## src/rtl/tbus_pkg.sv

```systemverilog
package tbus_pkg;

  localparam int DATA_W = 8;
  localparam int CFG_W  = 5;

  // configuration fields, LSB first: enable, set B, advance, auto, secondary
  typedef struct packed {
    logic sec_req;
    logic auto_en;
    logic advance;
    logic set_b;
    logic enable;
  } cfg_t;

  typedef enum logic [1:0] {
    ST_PRI  = 2'd0,   // primary chosen by host
    ST_SEC  = 2'd1,   // secondary, tracking reference
    ST_PEND = 2'd2,   // secondary, promotion waiting for frame boundary
    ST_APRI = 2'd3    // primary after automatic promotion, latched
  } role_st_t;

endpackage

```

## src/rtl/tbus_regs.sv

```systemverilog
module tbus_regs
  import tbus_pkg::*;
#(
  parameter int ADDR_W  = 2,
  parameter int WIN_W   = 8,
  parameter int WIN_RST = 8
) (
  input  logic              clk,
  input  logic              rst_n,
  input  logic              wr_i,
  input  logic [ADDR_W-1:0] addr_i,
  input  logic [DATA_W-1:0] wdata_i,
  input  logic              role_sec_i,
  output cfg_t              cfg_o,
  output logic [WIN_W-1:0]  win_o,
  output logic              cfg_wr_o,
  output logic [DATA_W-1:0] rdata_o
);

  localparam logic [ADDR_W-1:0] CFG_ADDR = '0;
  localparam logic [ADDR_W-1:0] WIN_ADDR = ADDR_W'(1);
  localparam int                PAD_W    = DATA_W - CFG_W - 1;

  cfg_t             cfg_q, cfg_d;
  logic [WIN_W-1:0] win_q, win_d;
  logic             cfg_hit, win_hit;
  logic             unused_hi;

  assign cfg_hit   = wr_i && (addr_i == CFG_ADDR);
  assign win_hit   = wr_i && (addr_i == WIN_ADDR);
  assign unused_hi = ^wdata_i[DATA_W-1:CFG_W];

  always_comb begin
    cfg_d = cfg_q;
    win_d = win_q;
    if (cfg_hit) cfg_d = cfg_t'(wdata_i[CFG_W-1:0]);
    if (win_hit) win_d = wdata_i[WIN_W-1:0];
  end

  always_ff @(posedge clk or negedge rst_n) begin
    if (!rst_n) begin
      cfg_q <= '0;
      win_q <= WIN_W'(WIN_RST);
    end else begin
      cfg_q <= cfg_d;
      win_q <= win_d;
    end
  end

  always_comb begin
    unique case (addr_i)
      CFG_ADDR: rdata_o = {{PAD_W{1'b0}}, role_sec_i, cfg_q};
      WIN_ADDR: rdata_o = DATA_W'(win_q);
      default:  rdata_o = '0;
    endcase
  end

  assign cfg_o    = cfg_q;
  assign win_o    = win_q;
  assign cfg_wr_o = cfg_hit;

endmodule

```

## src/rtl/tbus_ref_mon.sv

```systemverilog
module tbus_ref_mon #(
  parameter int FRAME_LEN   = 32,
  parameter int CNT_W       = 16,
  parameter int WIN_W       = 8,
  parameter int SYNC_STAGES = 2
) (
  input  logic             clk,
  input  logic             rst_n,
  input  logic             a_clk_i,
  input  logic             a_frame_i,
  input  logic             b_clk_i,
  input  logic             b_frame_i,
  input  logic             sel_b_i,
  input  logic [WIN_W-1:0] win_i,
  output logic             err_o
);

  localparam int              SW = 4 * SYNC_STAGES;
  localparam logic [CNT_W-1:0] FL = CNT_W'(FRAME_LEN);

  logic [3:0]       raw;
  logic [SW-1:0]    sh_q, sh_d;
  logic [3:0]       now_s, prev_q;
  logic             clk_now, clk_prev, frm_now, frm_prev;
  logic             toggle, frm_rise;
  logic [CNT_W-1:0] frm_cnt_q, frm_cnt_d, stall_q, stall_d;
  logic [CNT_W-1:0] frm_lim, stall_lim;
  logic             err_d, err_q;

  assign raw = {b_frame_i, b_clk_i, a_frame_i, a_clk_i};

  // synchronizer depth picked by parameter
  if (SYNC_STAGES > 1) begin : g_deep
    assign sh_d = {sh_q[SW-5:0], raw};
  end else begin : g_single
    assign sh_d = raw;
  end

  assign now_s = sh_q[SW-1 -: 4];

  assign clk_now  = sel_b_i ? now_s[2]  : now_s[0];
  assign clk_prev = sel_b_i ? prev_q[2] : prev_q[0];
  assign frm_now  = sel_b_i ? now_s[3]  : now_s[1];
  assign frm_prev = sel_b_i ? prev_q[3] : prev_q[1];

  assign toggle   = clk_now ^ clk_prev;
  assign frm_rise = frm_now & ~frm_prev;

  assign frm_lim   = FL + CNT_W'(win_i);
  assign stall_lim = CNT_W'(win_i);

  always_comb begin
    frm_cnt_d = frm_cnt_q;
    stall_d   = stall_q;
    if (frm_rise)         frm_cnt_d = '0;
    else if (~&frm_cnt_q) frm_cnt_d = frm_cnt_q + CNT_W'(1);
    if (toggle)           stall_d = '0;
    else if (~&stall_q)   stall_d = stall_q + CNT_W'(1);
    err_d = (frm_cnt_q >= frm_lim) || (stall_q >= stall_lim);
  end

  always_ff @(posedge clk or negedge rst_n) begin
    if (!rst_n) begin
      sh_q      <= '0;
      prev_q    <= '0;
      frm_cnt_q <= '0;
      stall_q   <= '0;
      err_q     <= 1'b0;
    end else begin
      sh_q      <= sh_d;
      prev_q    <= now_s;
      frm_cnt_q <= frm_cnt_d;
      stall_q   <= stall_d;
      err_q     <= err_d;
    end
  end

  assign err_o = err_q;

endmodule

```

## src/rtl/tbus_frame_gen.sv

```systemverilog
module tbus_frame_gen #(
  parameter int FRAME_LEN = 32
) (
  input  logic clk,
  input  logic rst_n,
  input  logic en_i,
  input  logic adv_i,
  output logic bnd_o,
  output logic strobe_o
);

  localparam int              LEN_W = $clog2(FRAME_LEN);
  localparam logic [LEN_W-1:0] LAST  = LEN_W'(FRAME_LEN - 1);
  localparam logic [LEN_W-1:0] EARLY = LEN_W'(FRAME_LEN - 2);

  logic [LEN_W-1:0] cnt_q, cnt_d;

  assign bnd_o = (cnt_q == LAST);
  assign cnt_d = bnd_o ? '0 : cnt_q + LEN_W'(1);

  always_ff @(posedge clk or negedge rst_n) begin
    if (!rst_n) cnt_q <= '0;
    else        cnt_q <= cnt_d;
  end

  assign strobe_o = en_i && (adv_i ? (cnt_q == EARLY) : bnd_o);

endmodule

```

## src/rtl/tbus_role_fsm.sv

```systemverilog
module tbus_role_fsm
  import tbus_pkg::*;
(
  input  logic clk,
  input  logic rst_n,
  input  logic cfg_wr_i,
  input  logic wr_sec_i,
  input  logic wr_auto_i,
  input  logic auto_q_i,
  input  logic err_i,
  input  logic bnd_i,
  output logic role_sec_o
);

  role_st_t st_q, st_d;
  logic     auto_eff, sec_eff;

  // a write in this cycle overrides the stored mode bits
  assign auto_eff = cfg_wr_i ? wr_auto_i : auto_q_i;
  assign sec_eff  = cfg_wr_i ? wr_sec_i  : 1'b1;

  always_comb begin
    st_d = st_q;
    unique case (st_q)
      ST_PRI:  if (cfg_wr_i && wr_sec_i) st_d = ST_SEC;
      ST_SEC: begin
        if (!sec_eff)               st_d = ST_PRI;
        else if (auto_eff && err_i) st_d = ST_PEND;
      end
      ST_PEND: begin
        if (!sec_eff)       st_d = ST_PRI;
        else if (!auto_eff) st_d = ST_SEC;
        else if (bnd_i)     st_d = ST_APRI;
      end
      ST_APRI: if (cfg_wr_i && !wr_auto_i) st_d = ST_PRI;
      default: st_d = ST_PRI;
    endcase
  end

  always_ff @(posedge clk or negedge rst_n) begin
    if (!rst_n) st_q <= ST_PRI;
    else        st_q <= st_d;
  end

  assign role_sec_o = (st_q == ST_SEC) || (st_q == ST_PEND);

endmodule

```

## src/rtl/tbus_master_ctrl.sv

```systemverilog
module tbus_master_ctrl
  import tbus_pkg::*;
#(
  parameter int ADDR_W      = 2,
  parameter int FRAME_LEN   = 32,
  parameter int CNT_W       = 16,
  parameter int WIN_W       = 8,
  parameter int WIN_RST     = 8,
  parameter int SYNC_STAGES = 2
) (
  input  logic              clk,
  input  logic              rst_n,
  input  logic              host_wr_i,
  input  logic [ADDR_W-1:0] host_addr_i,
  input  logic [7:0]        host_wdata_i,
  output logic [7:0]        host_rdata_o,
  input  logic              refa_clk_i,
  input  logic              refa_frame_i,
  input  logic              refb_clk_i,
  input  logic              refb_frame_i,
  output logic              drive_a_o,
  output logic              drive_b_o,
  output logic              ref_sel_b_o,
  output logic              adv_active_o,
  output logic              frame_strobe_o,
  output logic              role_sec_o
);

  logic [1:0]       rst_sync_q;
  logic             core_rst_n;
  cfg_t             cfg;
  logic [WIN_W-1:0] win;
  logic             cfg_wr, ref_err, frame_bnd, role_sec, adv_on;
  logic             unused_sec;

  // asynchronous assertion, synchronous release
  always_ff @(posedge clk or negedge rst_n) begin
    if (!rst_n) rst_sync_q <= '0;
    else        rst_sync_q <= {rst_sync_q[0], 1'b1};
  end
  assign core_rst_n = rst_sync_q[1];

  tbus_regs #(.ADDR_W(ADDR_W), .WIN_W(WIN_W), .WIN_RST(WIN_RST)) u_regs (
    .clk(clk), .rst_n(core_rst_n), .wr_i(host_wr_i), .addr_i(host_addr_i),
    .wdata_i(host_wdata_i), .role_sec_i(role_sec), .cfg_o(cfg), .win_o(win),
    .cfg_wr_o(cfg_wr), .rdata_o(host_rdata_o)
  );

  tbus_ref_mon #(.FRAME_LEN(FRAME_LEN), .CNT_W(CNT_W), .WIN_W(WIN_W),
                 .SYNC_STAGES(SYNC_STAGES)) u_mon (
    .clk(clk), .rst_n(core_rst_n), .a_clk_i(refa_clk_i), .a_frame_i(refa_frame_i),
    .b_clk_i(refb_clk_i), .b_frame_i(refb_frame_i), .sel_b_i(~cfg.set_b),
    .win_i(win), .err_o(ref_err)
  );

  tbus_role_fsm u_fsm (
    .clk(clk), .rst_n(core_rst_n), .cfg_wr_i(cfg_wr),
    .wr_sec_i(host_wdata_i[4]), .wr_auto_i(host_wdata_i[3]),
    .auto_q_i(cfg.auto_en), .err_i(ref_err), .bnd_i(frame_bnd),
    .role_sec_o(role_sec)
  );

  assign adv_on = cfg.advance && role_sec;

  tbus_frame_gen #(.FRAME_LEN(FRAME_LEN)) u_fgen (
    .clk(clk), .rst_n(core_rst_n), .en_i(cfg.enable), .adv_i(adv_on),
    .bnd_o(frame_bnd), .strobe_o(frame_strobe_o)
  );

  assign unused_sec   = cfg.sec_req;
  assign drive_a_o    = cfg.enable && !cfg.set_b;
  assign drive_b_o    = cfg.enable && cfg.set_b;
  assign ref_sel_b_o  = !cfg.set_b;
  assign adv_active_o = adv_on;
  assign role_sec_o   = role_sec;

endmodule

```

## config.mk

```make
export PLATFORM = sky130hd
export DESIGN_NAME = tbus_master_ctrl
export DESIGN_NICKNAME = d
export VERILOG_FILES = /design/src/rtl/tbus_pkg.sv /design/src/rtl/tbus_regs.sv /design/src/rtl/tbus_ref_mon.sv /design/src/rtl/tbus_frame_gen.sv /design/src/rtl/tbus_role_fsm.sv /design/src/rtl/tbus_master_ctrl.sv
export SDC_FILE = /design/constraint.sdc
export NUM_CORES = 1
export LEC_CHECK = 0
export ABC_AREA = 1
export BUFFER_PORTS_ARGS = -buffer_cell sky130_fd_sc_hd__buf_2
export CAP_MARGIN = 20
export CORE_UTILIZATION = 60
export CTS_CLUSTER_DIAMETER = 50
export DETAILED_ROUTE_END_ITERATION = 10
export GPL_TIMING_DRIVEN = 0
export MAX_ROUTING_LAYER = met4
export PLACE_DENSITY = 0.81
export SYNTH_ARGS = -nofsm -noshare
export SYNTH_HDL_FRONTEND = slang
export SYNTH_SLANG_ARGS = --single-unit
export TNS_END_PERCENT = 30
```

## constraint.sdc

```tcl
create_clock -name clk -period 2.3 [get_ports clk]
set_clock_uncertainty 0.15 [all_clocks]
set_input_delay 0.46 -clock clk [delete_from_list [all_inputs] [get_ports clk]]
set_output_delay 0.46 -clock clk [all_outputs]
set_load 0.1 [all_outputs]
```

==> impl_metrics.py <==
metrics = {
    "synthesis": {
        "ys_types": 32,
        "syn-cell-area_sq_mm": 0.00383,
        "yosys_warnings": 0,
        "synthArstFlopShare_pct": 100,
        "syn_avg_cell_area_sq_um": 7.83,
        "yosysSeqAreaShare_pct": 43.8,
        "synth_enable_flop_cells": 0,
        "ys_ff_latch": 67,
        "synth_cells": 489,
        "syn_nets": 534,
        "synth_flop_cell": "dfrtp_1",
    },
    "grt": {
        "grt_max_degree": 66,
        "grt_usage_pct": 29.4,
        "grt_pass1_vias": 3238,
        "antenna_found_initial": 0,
        "grt.overflow.total": 0,
        "grt_pass1_wl_mm": 14.3,
    },
    "setup_path": {
        "r2r_end": "u_mon.frm_cnt_q[14]$_DFFE_PN0P_",
        "path_class": "reg2out",
        "worst_r2r_path_depth": 8,
        "crit_path_max_fanout": 3,
        "crit_required_ns": 1.69,
        "start_kind": "flip-flop",
        "r2r_setup_slack_ns": 0.43,
        "r2r-start": "u_mon.frm_cnt_q[0]$_DFFE_PN0P_",
        "arrival_ns": 1.74,
        "cp-end-kind": "output port",
    },
    "detailed_routing": {
        "wire_per_inst_um": 13.8,
        "vias_per_cell": 5.50,
        "drt_wl_total_mm": 8.55,
        "drt-initial-drc-count": 224,
        "vias": 3412,
        "ant_nets": 0,
        "remaining_drc_errors": 0,
        "firstDrtPassIters": 5,
    },
    "placed_design": {
        "dp.cells": 594,
        "dp_slack_ns": 0.0326,
        "place_area_sq_mm": 0.00411,
        "place.port_buffers": 30,
        "routabilityCongestion": 0.938,
        "dpl.hpwl_mm": 6.02,
    },
    "layout": {
        "multi_input_area_sq_mm": 0.00191,
        "layout_commonest_cell": "nand2_1",
        "register_area_sq_mm": 0.00168,
        "mostFrequentLayoutCells": "134 x nand2_1, 65 x inv_1, 65 x dfrtp_1",
        "finish.instance_area_sq_mm": 0.00443,
        "syn2layout_area_growth_pct": 15.7,
        "fin_util_pct": 73.5,
        "drive_above_1_share_pct": 18.0,
        "num-fill-cells": 427,
        "fin_nets": 585,
        "diodes": 0,
        "post_layout_nonfiller_instances": 620,
    },
    "pwr": {
        "ir_drop_mv": 1.09,
        "leakage_nw": 2.36,
        "powerDensity_mw_per_mm2": 832,
    },
    "clock_network": {
        "cts_sinks": 67,
        "clock_path_buffers": 2,
        "cts_made_buffers": 9,
        "clk_latency_ns": 0.35,
        "htree_levels": 3,
        "clockRootBuffer": "clkbuf_8",
        "cts_tree": "built",
        "path_clk_slew_ns": 0.09,
    },
    "floorplanning": {
        "die_h_um": 81.9,
        "coreArea_sq_mm": 0.00603,
        "start_util_pct": 63.6,
        "rows": 28,
        "dieArea_sq_mm": 0.00671,
        "die_x_um": 81.9,
        "ioPinCount": 31,
    },
    "worst_hold_path": {
        "hold-path-endpoint": "u_mon.sh_q[1]$_DFF_PN0_",
        "worst_hold_path_type": "in2reg",
        "hold_depth": 1,
        "min-delay-start": "refa_frame_i",
    },
    "flow_run": {
        "cap_violations": 0,
    },
    "sta": {
        "fin_hold_ws_ns": 0.0538,
        "tightestPinTransition_ns": 0.841,
        "finalWorstSetupSlack_ns": -0.0523,
        "rsz0062_at_grt": "yes",
        "relSlewSlack_pct": 43.9,
        "hold_viol": 0,
        "drv_slew": 0,
        "fin_crit_ns": 2.35,
        "setup_viol": 1,
        "min_period_over_period_pct": 102,
        "max_freq_mhz": 425,
    },
    "run_status": {
        "status": "finished with violations",
        "failed_checks": "setup timing",
    },
}
## repair_timing
item                                    in CTS  in global routing
pin swaps                                    2                  6
hold endpoints to repair                     2                  0
resized for setup                            7                  8
setup buffers                                5                  4
endpoints found under the setup margin       3                  3
hold buffers                                 1                  0
## how the worst max path moves through the flow
stage / startpoint / endpoint / slack, ns / cells past startpoint
floorplan: host_addr_i[0] / host_rdata_o[1] / -0.57 / 3
global placement: rst_sync_q[1]$_DFF_PN0_ / u_mon.stall_q[10]$_DFFE_PN0P_ / -0.58 / 0
detailed placement: u_fsm.st_q[1]$_DFFE_PN0P_ / frame_strobe_o / 0.03 / 7
CTS: u_fgen.cnt_q[0]$_DFF_PN0_ / frame_strobe_o / -0.05 / 7
global route: u_fsm.st_q[1]$_DFFE_PN0P_ / frame_strobe_o / -0.14 / 7
finish: u_fsm.st_q[1]$_DFFE_PN0P_ / frame_strobe_o / -0.05 / 7
## power breakdown
part	total (W)	internal, W	switching [W]
clock network	0.00103	0.000518	0.000512
logic	0.00122	0.000390	0.000833
registers	0.00143	0.00130	0.000138
## synthesized netlist by cell type, types with 2 or more instances
cell type,number,area (sq um)
nand2_1,137,514
inv_1,68,255
dfrtp_1,66,1650
nor2_1,48,180
nand3_1,40,200
ha_1,28,350
o21ai_0,24,120
a21oi_1,13,65.1
nand4_1,11,68.8
nand2_2,8,50.1
xor2_1,6,52.6
nor3_1,5,25.0
nor2_2,4,25.0
or2_2,4,25.0
o21ai_2,3,26.3
a31oi_1,2,12.5
buf_6,2,22.5
inv_2,2,7.51
nor3_2,2,20.0
o21ai_1,2,10.0
o22ai_1,2,12.5
xnor2_1,2,17.5
## cell type report
class	count	share of cell area (%)
Buffer	4	0.706
Clock buffer	9	2.80
Clock inverter	7	1.78
Inverter	70	6.01
Multi-Input combinational cell	348	43.0
Sequential cell	67	37.9
Tap cell	75	2.12
Timing Repair Buffer	40	5.65
## registers in the layout (all words and copies together) (netlist names)
register         flops
rst_sync_q           2
u_fgen.cnt_q         5
u_fsm.st_q           2
u_mon.err_o          1
u_mon.frm_cnt_q     16
u_mon.prev_q         4
u_mon.sh_q           8
u_mon.stall_q       16
u_regs.cfg_o         5
u_regs.win_o         8
## per-layer routing
layer	vias to the layer above	wire length (um)	global-route usage, %
li1	1665	-	-
met2	122	4350	48.5
met1	1609	3520	34.9
met4	0	147	10.9
met3	16	530	6.78
met5	-	0	-
## stage by stage
step	TNS, ns	power [W]
2_1_floorplan	-3.64	0.00237
3_3_place_gp	-37.05	0.00254
3_5_place_dp	0	0.00259
4_1_cts	-0.0521	0.00365
5_1_grt	-0.142	0.00389
6_report	-0.0523	0.00369
## critical path: stages, from the launching register on
cell and delay, ns:
dfrtp_1 0.38, inv_2 0.07, ha_4 0.30, nand2_4 0.06
clkinvlp_4 0.07, nand4_1 0.13, a21oi_4 0.20, buf_12 0.19
## cell families after synthesis
| logic type | after synthesis | share of synthesized area (%) |
|---|---|---|
| simple gates | 260 | 29.1 |
| xor+xnor | 9 | 2.55 |
| fa+ha+maj | 28 | 9.15 |
| flops | 67 | 43.8 |
| other cells | 1 | 0.0979 |
| buf+inv | 74 | 7.68 |
| compound gates | 50 | 7.58 |
Power figures use the tool's default switching activity.
